$ cat config.mk
export PLATFORM = sky130hd
export DESIGN_NAME = codec_sport
export DESIGN_NICKNAME = d
export VERILOG_FILES = /design/src/rtl/ccsp_pkg.sv /design/src/rtl/ccsp_regfile.sv /design/src/rtl/ccsp_frame_seq.sv /design/src/rtl/ccsp_shifter.sv /design/src/rtl/codec_sport.sv
export SDC_FILE = /design/constraint.sdc
export NUM_CORES = 1
export LEC_CHECK = 0
export BUFFER_PORTS_ARGS = -buffer_cell sky130_fd_sc_hd__buf_4
export CORE_ASPECT_RATIO = 0.75
export CORE_UTILIZATION = 32
export CTS_CLUSTER_DIAMETER = 40
export DETAILED_ROUTE_END_ITERATION = 8
export RECOVER_POWER = 100
export SLEW_MARGIN = 20
export SYNTH_ARGS = -nofsm -noshare
export SYNTH_HDL_FRONTEND = slang
export SYNTH_SLANG_ARGS = --single-unit
$ cat constraint.sdc
create_clock -name clk -period 2.4 [get_ports clk]
set_clock_uncertainty 0.1 [all_clocks]
set_input_delay 0.24 -clock clk [delete_from_list [all_inputs] [get_ports clk]]
set_output_delay 0.24 -clock clk [all_outputs]
set_load 0.02 [all_outputs]
$ cat src/rtl/ccsp_pkg.sv
package ccsp_pkg;

    localparam int WORD_W   = 16;
    localparam int REG_W    = 8;
    localparam int NUM_REGS = 8;
    localparam int ADDR_W   = $clog2(NUM_REGS);
    localparam int DEV_W    = 3;
    localparam int MODE_IDX = 0;
    localparam int REF_IDX  = 2;
    localparam int REF_BIT  = 6;

    typedef enum logic [1:0] {
        MODE_PROG  = 2'd0,
        MODE_DATA  = 2'd1,
        MODE_MIXED = 2'd2
    } port_mode_e;

    typedef enum logic [1:0] {
        SEQ_IDLE  = 2'd0,
        SEQ_SYNC  = 2'd1,
        SEQ_SHIFT = 2'd2
    } seq_state_e;

    typedef struct packed {
        logic              is_ctrl;
        logic              rd;
        logic [DEV_W-1:0]  dev;
        logic [ADDR_W-1:0] ra;
        logic [REG_W-1:0]  data;
    } ctrl_word_t;

    function automatic port_mode_e mode_of(input logic [REG_W-1:0] cfg);
        if (!cfg[0]) return MODE_PROG;
        if (!cfg[1]) return MODE_DATA;
        return MODE_MIXED;
    endfunction

    function automatic logic [WORD_W-1:0] tag_sample(input logic [WORD_W-1:0] s);
        return {1'b0, s[WORD_W-1:1]};
    endfunction

    function automatic ctrl_word_t make_reply(input logic [ADDR_W-1:0] ra,
                                              input logic [REG_W-1:0]  v);
        ctrl_word_t r;
        r.is_ctrl = 1'b1;
        r.rd      = 1'b1;
        r.dev     = '0;
        r.ra      = ra;
        r.data    = v;
        return r;
    endfunction

    function automatic ctrl_word_t pass_down(input ctrl_word_t w);
        ctrl_word_t r;
        r     = w;
        r.dev = w.dev - 1'b1;
        return r;
    endfunction

endpackage

$ cat src/rtl/ccsp_regfile.sv
module ccsp_regfile
    import ccsp_pkg::*;
#(
    parameter int N = NUM_REGS,
    parameter int W = REG_W,
    localparam int AW = $clog2(N)
) (
    input  logic          clk,
    input  logic          rst,
    input  logic          we,
    input  logic [AW-1:0] waddr,
    input  logic [W-1:0]  wdata,
    input  logic [AW-1:0] raddr,
    output logic [W-1:0]  rdata,
    output logic [W-1:0]  mode_q,
    output logic [W-1:0]  ref_q
);

    logic [W-1:0] mem [N];

    always_ff @(posedge clk) begin
        if (rst) begin
            for (int i = 0; i < N; i++) mem[i] <= '0;
        end else if (we) begin
            mem[waddr] <= wdata;
        end
    end

    assign rdata  = mem[raddr];
    assign mode_q = mem[MODE_IDX];
    assign ref_q  = mem[REF_IDX];

    // registers change only through an accepted write
    assert_hold_without_write_R4: assert property (@(posedge clk) disable iff (rst)
        !we |=> ($stable(mode_q) && $stable(ref_q)));

endmodule

$ cat src/rtl/ccsp_frame_seq.sv
module ccsp_frame_seq
    import ccsp_pkg::*;
#(
    parameter int BITS = WORD_W,
    localparam int CW = $clog2(BITS)
) (
    input  logic clk,
    input  logic rst,
    input  logic start,
    input  logic fs_in,
    output logic load,
    output logic shift_en,
    output logic done,
    output logic fs_out,
    output logic word_ok
);

    seq_state_e    state;
    logic [CW-1:0] cnt;
    logic          fs_cap;

    always_ff @(posedge clk) begin
        if (rst) begin
            state  <= SEQ_IDLE;
            cnt    <= '0;
            fs_cap <= 1'b0;
        end else if (start) begin
            state  <= SEQ_SYNC;
            cnt    <= '0;
            fs_cap <= 1'b0;
        end else begin
            unique case (state)
                SEQ_SYNC: begin
                    state  <= SEQ_SHIFT;
                    cnt    <= '0;
                    fs_cap <= fs_in;
                end
                SEQ_SHIFT: begin
                    if (cnt == CW'(BITS - 1)) state <= SEQ_IDLE;
                    else                      cnt   <= cnt + 1'b1;
                end
                default: state <= SEQ_IDLE;
            endcase
        end
    end

    assign load     = start;
    assign shift_en = (state == SEQ_SHIFT);
    assign done     = shift_en && (cnt == CW'(BITS - 1)) && !start;
    assign fs_out   = (state == SEQ_SYNC);
    assign word_ok  = fs_cap;

    assert_sync_after_event_R2: assert property (@(posedge clk) disable iff (rst)
        start |=> fs_out);

    assert_sync_single_R2: assert property (@(posedge clk) disable iff (rst)
        (fs_out && !start) |=> (!fs_out && shift_en));

    assert_frame_ends_R2: assert property (@(posedge clk) disable iff (rst)
        done |=> (!shift_en && !fs_out));

    assert_restart_R10: assert property (@(posedge clk) disable iff (rst)
        (shift_en && start) |=> (fs_out && !word_ok));

endmodule

$ cat src/rtl/ccsp_shifter.sv
module ccsp_shifter
    import ccsp_pkg::*;
#(
    parameter int W = WORD_W
) (
    input  logic         clk,
    input  logic         rst,
    input  logic         load,
    input  logic [W-1:0] load_word,
    input  logic         shift_en,
    input  logic         ser_in,
    output logic         ser_out,
    output logic [W-1:0] rx_word
);

    logic [W-1:0] sr;

    always_ff @(posedge clk) begin
        if (rst)           sr <= '0;
        else if (load)     sr <= load_word;
        else if (shift_en) sr <= {sr[W-2:0], ser_in};
    end

    assign ser_out = shift_en & sr[W-1];
    assign rx_word = {sr[W-2:0], ser_in};

    // one position per bit time, MSB leaves first
    assert_shift_step_R3: assert property (@(posedge clk) disable iff (rst)
        (shift_en && !load) |=> (sr[W-1:1] == $past(sr[W-2:0])));

    assert_load_R2: assert property (@(posedge clk) disable iff (rst)
        load |=> (sr == $past(load_word)));

endmodule

$ cat src/rtl/codec_sport.sv
module codec_sport
    import ccsp_pkg::*;
(
    input  logic              clk,
    input  logic              rst,
    input  logic              sample_valid,
    input  logic [WORD_W-1:0] sample_word,
    input  logic              ser_in,
    input  logic              fs_in,
    output logic              ser_out,
    output logic              fs_out,
    output logic              ref_buf_en
);

    logic              load, shift_en, done, word_ok;
    logic [WORD_W-1:0] rx_word, tx_word;
    logic [REG_W-1:0]  mode_q, ref_q, rd_val;
    port_mode_e        mode;
    ctrl_word_t        cw;
    logic              accept, is_fwd, reg_we, rd_req;
    logic              pend_v;
    ctrl_word_t        pend;

    ccsp_frame_seq #(.BITS(WORD_W)) u_seq (
        .clk      (clk),
        .rst      (rst),
        .start    (sample_valid),
        .fs_in    (fs_in),
        .load     (load),
        .shift_en (shift_en),
        .done     (done),
        .fs_out   (fs_out),
        .word_ok  (word_ok)
    );

    ccsp_shifter #(.W(WORD_W)) u_shift (
        .clk       (clk),
        .rst       (rst),
        .load      (load),
        .load_word (tx_word),
        .shift_en  (shift_en),
        .ser_in    (ser_in),
        .ser_out   (ser_out),
        .rx_word   (rx_word)
    );

    assign cw   = ctrl_word_t'(rx_word);
    assign mode = mode_of(mode_q);

    ccsp_regfile #(.N(NUM_REGS), .W(REG_W)) u_regs (
        .clk    (clk),
        .rst    (rst),
        .we     (reg_we),
        .waddr  (cw.ra),
        .wdata  (cw.data),
        .raddr  (cw.ra),
        .rdata  (rd_val),
        .mode_q (mode_q),
        .ref_q  (ref_q)
    );

    always_comb begin
        accept = done && word_ok && (mode != MODE_DATA) &&
                 ((mode == MODE_PROG) || cw.is_ctrl);
        is_fwd = accept && (cw.dev != '0);
        reg_we = accept && (cw.dev == '0) && !cw.rd;
        rd_req = accept && (cw.dev == '0) && cw.rd;
    end

    always_comb begin
        if (pend_v && mode != MODE_DATA) tx_word = WORD_W'(pend);
        else if (mode == MODE_DATA)      tx_word = sample_word;
        else if (mode == MODE_MIXED)     tx_word = tag_sample(sample_word);
        else                             tx_word = '0;
    end

    always_ff @(posedge clk) begin
        if (rst) begin
            pend_v <= 1'b0;
            pend   <= '0;
        end else if (load) begin
            pend_v <= 1'b0;
        end else if (is_fwd) begin
            pend_v <= 1'b1;
            pend   <= pass_down(cw);
        end else if (rd_req) begin
            pend_v <= 1'b1;
            pend   <= make_reply(cw.ra, rd_val);
        end
    end

    assign ref_buf_en = ref_q[REF_BIT];

    assert_reset_quiet_R1: assert property (@(posedge clk) disable iff (rst)
        $past(rst) |-> (!ref_buf_en && !fs_out && !ser_out));

    assert_data_mode_no_write_R7: assert property (@(posedge clk) disable iff (rst)
        (mode == MODE_DATA) |-> !reg_we);

    assert_mixed_untagged_ignored_R8: assert property (@(posedge clk) disable iff (rst)
        (done && mode == MODE_MIXED && !rx_word[WORD_W-1]) |=> !pend_v);

    assert_pending_once_R11: assert property (@(posedge clk) disable iff (rst)
        load |=> !pend_v);

    assert_forward_no_write_R6: assert property (@(posedge clk) disable iff (rst)
        is_fwd |-> !reg_we);

endmodule

==> summary.md <==
| Metric | Value |
|---|---|
| Largest net degree at the start of global routing | `43` |
| Synth Instances | `approximately 470` |
| Yosys cell types | `48` |
| Critical Path AT | `2150 ps` |
| Hold Path End | `u_seq.state[0]` |
| CP max stage cell | `dfxtp_1` |
| EDFF count, synth | `64` |
| Maximum buffer depth of the clock tree | `2` |
| TNS Setup | `0 ps` |
| Antenna violations before repair | `1` |
| Placed cells | `about 680` |
| Worst hold path class | `input pin to flip-flop` |
| Count of pins over their slew limit | `0` |
| Initial Util | `about a third` |
| Worst skew pair latency | `350 ps` |
| CTS H-tree depth | `3` |
| Die ar. | `0.0169 mm2` |
| Final instance area | `0.00589 mm2` |
| RSZ-0062 raised after global routing | `false` |
| Std cell rows | `40` |
| Sink Count | `107` |
| Critical setup path kind | `flip-flop to flip-flop` |
| Most common cell in the netlist | `and2_1` |
| Routed vias/inst | `5.29` |
| CTS Hold Bufs | `0` |
| CTS tree | `done` |
| Critical R2R Launch | `u_seq.cnt[0]` |
| Worst-Margin Slew | `956 ps` |
| Crit path max fanout | `8` |
| Vias in the first global route | `3400` |
| Vias | `3696` |
| Post-synth top area share | `36.7%` |
| Fin util | `36.8%` |
| Drt wl/cell | `18.2 um` |
| Max_cap viols | `0` |
| Final non-filler cell total | `699` |
| # DRC | `0` |
| Outcome | `complete, no violations` |
| FMAX | `448 MHz` |
| Min-Delay Path Depth | `2` |
| Layout cells sized above 1 | `14.3%` |
| Input/output buffers | `23` |
| CP required | `2310 ps` |
| Post-route ant nets | `0` |
| First-pass iteration count of the detailed router | `5` |
| GRT Total Usage | `15.8%` |
| CTS-repair resized insts | `0` |
| Reg2Reg Capture Point | `u_regs.mem[3][6]` |
| Final Critical Period | `about 2200 ps` |
| Postcts setup bufs | `0` |
| Worst-path cell chain | `ha_1, and3_1, nand4_4, nor3_1, or2_1` |
| Maximum vdd ir drop | `0.000343 V` |
| Startpoint types | `flip-flop` |
| Area leader, netlist | `edfxtp_1` |
| # IOs | `24` |
| Final WL | `12800 um` |
| Sequential share of the synthesized area | `53.1%` |
| Die width | `150 um` |
| Slew HR | `36.1%` |
| Die Ht | `113 um` |
| Core Footprint | `0.0160 mm2` |
| Area added between synthesis and finish | `12.4%` |
| Diode count | `0` |
| CP endpoint kind | `flip-flop` |
| Synth top area cells | `edfxtp_1 (37%), dfxtp_1 (16%), and2_1 (7.9%), mux2i_1 (5.5%), a311oi_1 (3.5%)` |
| TritonCTS Buffers | `9` |
| GP Congestion | `0.840` |
| DP Area | `0.00569 mm2` |
| Syn nets | `490` |
| Clock-pin slew on the worst setup and hold paths | `70 ps` |
| R2R setup slack | `roughly 170 ps` |
| Post-DP HPWL | `9090 um` |
| Synth cell count leaders | `and2_1 (66), edfxtp_1 (64), dfxtp_1 (43)` |
| Hold Crit Start | `sample_valid` |
| Root Buffer | `clkbuf_16` |
| Final Cycle Share | `93.1%` |
| FF+latch area | `between 0.002 and 0.003 mm2` |
| Fin nets | `508` |
| Syn_area_per_cell | `11.2 um2` |
| Final hold vios | `0` |
| Setup Viol. Count Final | `0` |
| Top_reg_cell synth | `edfxtp_1` |
| First-pass GRT wire length | `approximately 20000 um` |
| Power per cell area | `657 mW/mm2` |
| Initial DRC count | `344` |
| Overflow after GRT | `0` |
| Post-synth ARST share | `0%` |
| Fillers | `1579` |
| Largest stage delay on the critical path | `410 ps` |
| Reg2reg path depth | `5` |
| P_leak | `0.00202 uW` |
| Mapped Area | `between 0.005 and 0.006 mm2` |
| Yosys Warn Count | `0` |
| Footprint of the multi-input gates | `around 0.0022 mm2` |
| Seq cells post-synth | `~110` |
layout make-up:
cell class / count / area share (%)
sequential: 107 / 47.3
multi-input combinational: 312 / 37.1
timing repair buffer: 46 / 5.52
tap: 210 / 4.46
clock buffer: 10 / 4.06
clock inverter: 6 / 1.06
inverter: 8 / 0.510
cells in the final DEF, fill, tap and decap left out, types with 3 or more instances in the layout:
cell        n
edfxtp_1   64
and2_1     44
dfxtp_1    42
nand2_1    38
buf_4      36
nor2_1     29
mux2i_1    29
and2_0     22
a311oi_1   21
a22o_1     15
a221oi_1   15
a22oi_1    14
nand3_1    12
nor3_1     10
clkbuf_16   9
clkbuf_1    8
nor2b_1     7
a211oi_1    7
inv_1       6
nand2b_1    6
a21oi_1     6
or2_4       4
or2_1       4
nor4b_4     3
nor4_1      3
ha_1        3
worst max path at each step:
| stage | startpoint | end | slack (ps) | cells past startpoint |
|---|---|---|---|---|
| floorplan | u_seq.cnt[0] | u_regs.mem[1][0] | 170 | 6 |
| global placement | u_seq.cnt[0] | u_regs.mem[5][7] | 140 | 5 |
| detailed placement | u_seq.cnt[0] | u_regs.mem[1][5] | 50 | 5 |
| CTS | u_seq.cnt[0] | u_regs.mem[1][4] | 30 | 5 |
| global route | u_seq.cnt[0] | u_regs.mem[2][2] | 40 | 6 |
| finish | u_seq.cnt[0] | u_regs.mem[3][6] | 170 | 5 |
state kept, by name (all words and copies together), names as in the netlist, named ones only:
name,flops
pend_v,1
u_regs.mem,64
u_shift.sr,16
u_seq.word_ok,1
pend,16
u_seq.cnt,4
u_seq.state,2
cell families (layout without fill, tap and decap cells):
logic type               Yosys count  in the layout  synth area share [%]
buffers and inverters             47             70                  3.94
adder cells (fa/ha/maj)            3              3                 0.716
XOR/XNOR                           1              1                 0.167
multiplexers                      32             32                  6.61
AND/OR/NAND/NOR                  191            191                  22.1
AO/OA/AOI/OAI                     85             85                  13.3
flip-flops                       107            107                  53.1
through the flow:
stage	setup WS (ps)	power, uW	hold WS (ps)
2_1_floorplan	168	2280	287
3_5_place_dp	52.9	2420	370
4_1_cts	31.0	3910	21.9
6_report	166	3870	26.1
3_3_place_gp	138	2410	360
5_1_grt	36.7	3990	41.7
metal layers:
layer | part of all wire [%] | wire length (um) | global-route usage (%)
met1 | 50 | 6330 | 23.6
met2 | 44 | 5610 | 23.2
met3 | 5.2 | 663 | 2.78
met4 | 1.2 | 153 | 4.44
met5 | 0 | 0 | 0
critical path: cells and delay by family, from the launching register on:
kind                       cells  cell delay [ps]
and+or+nand+nor                4             1120
DFF                            1              410
adders and majority gates      1              260
where the power goes:
group / switching, uW / internal [uW] / leakage [uW]
Clock: 660 / 838 / 0.000149
Sequential: 70.2 / 2000 / 0.00101
Combinational: 176 / 130 / 0.000862
Total: 906 / 2960 / 0.00202
Power figures use the tool's default switching activity.
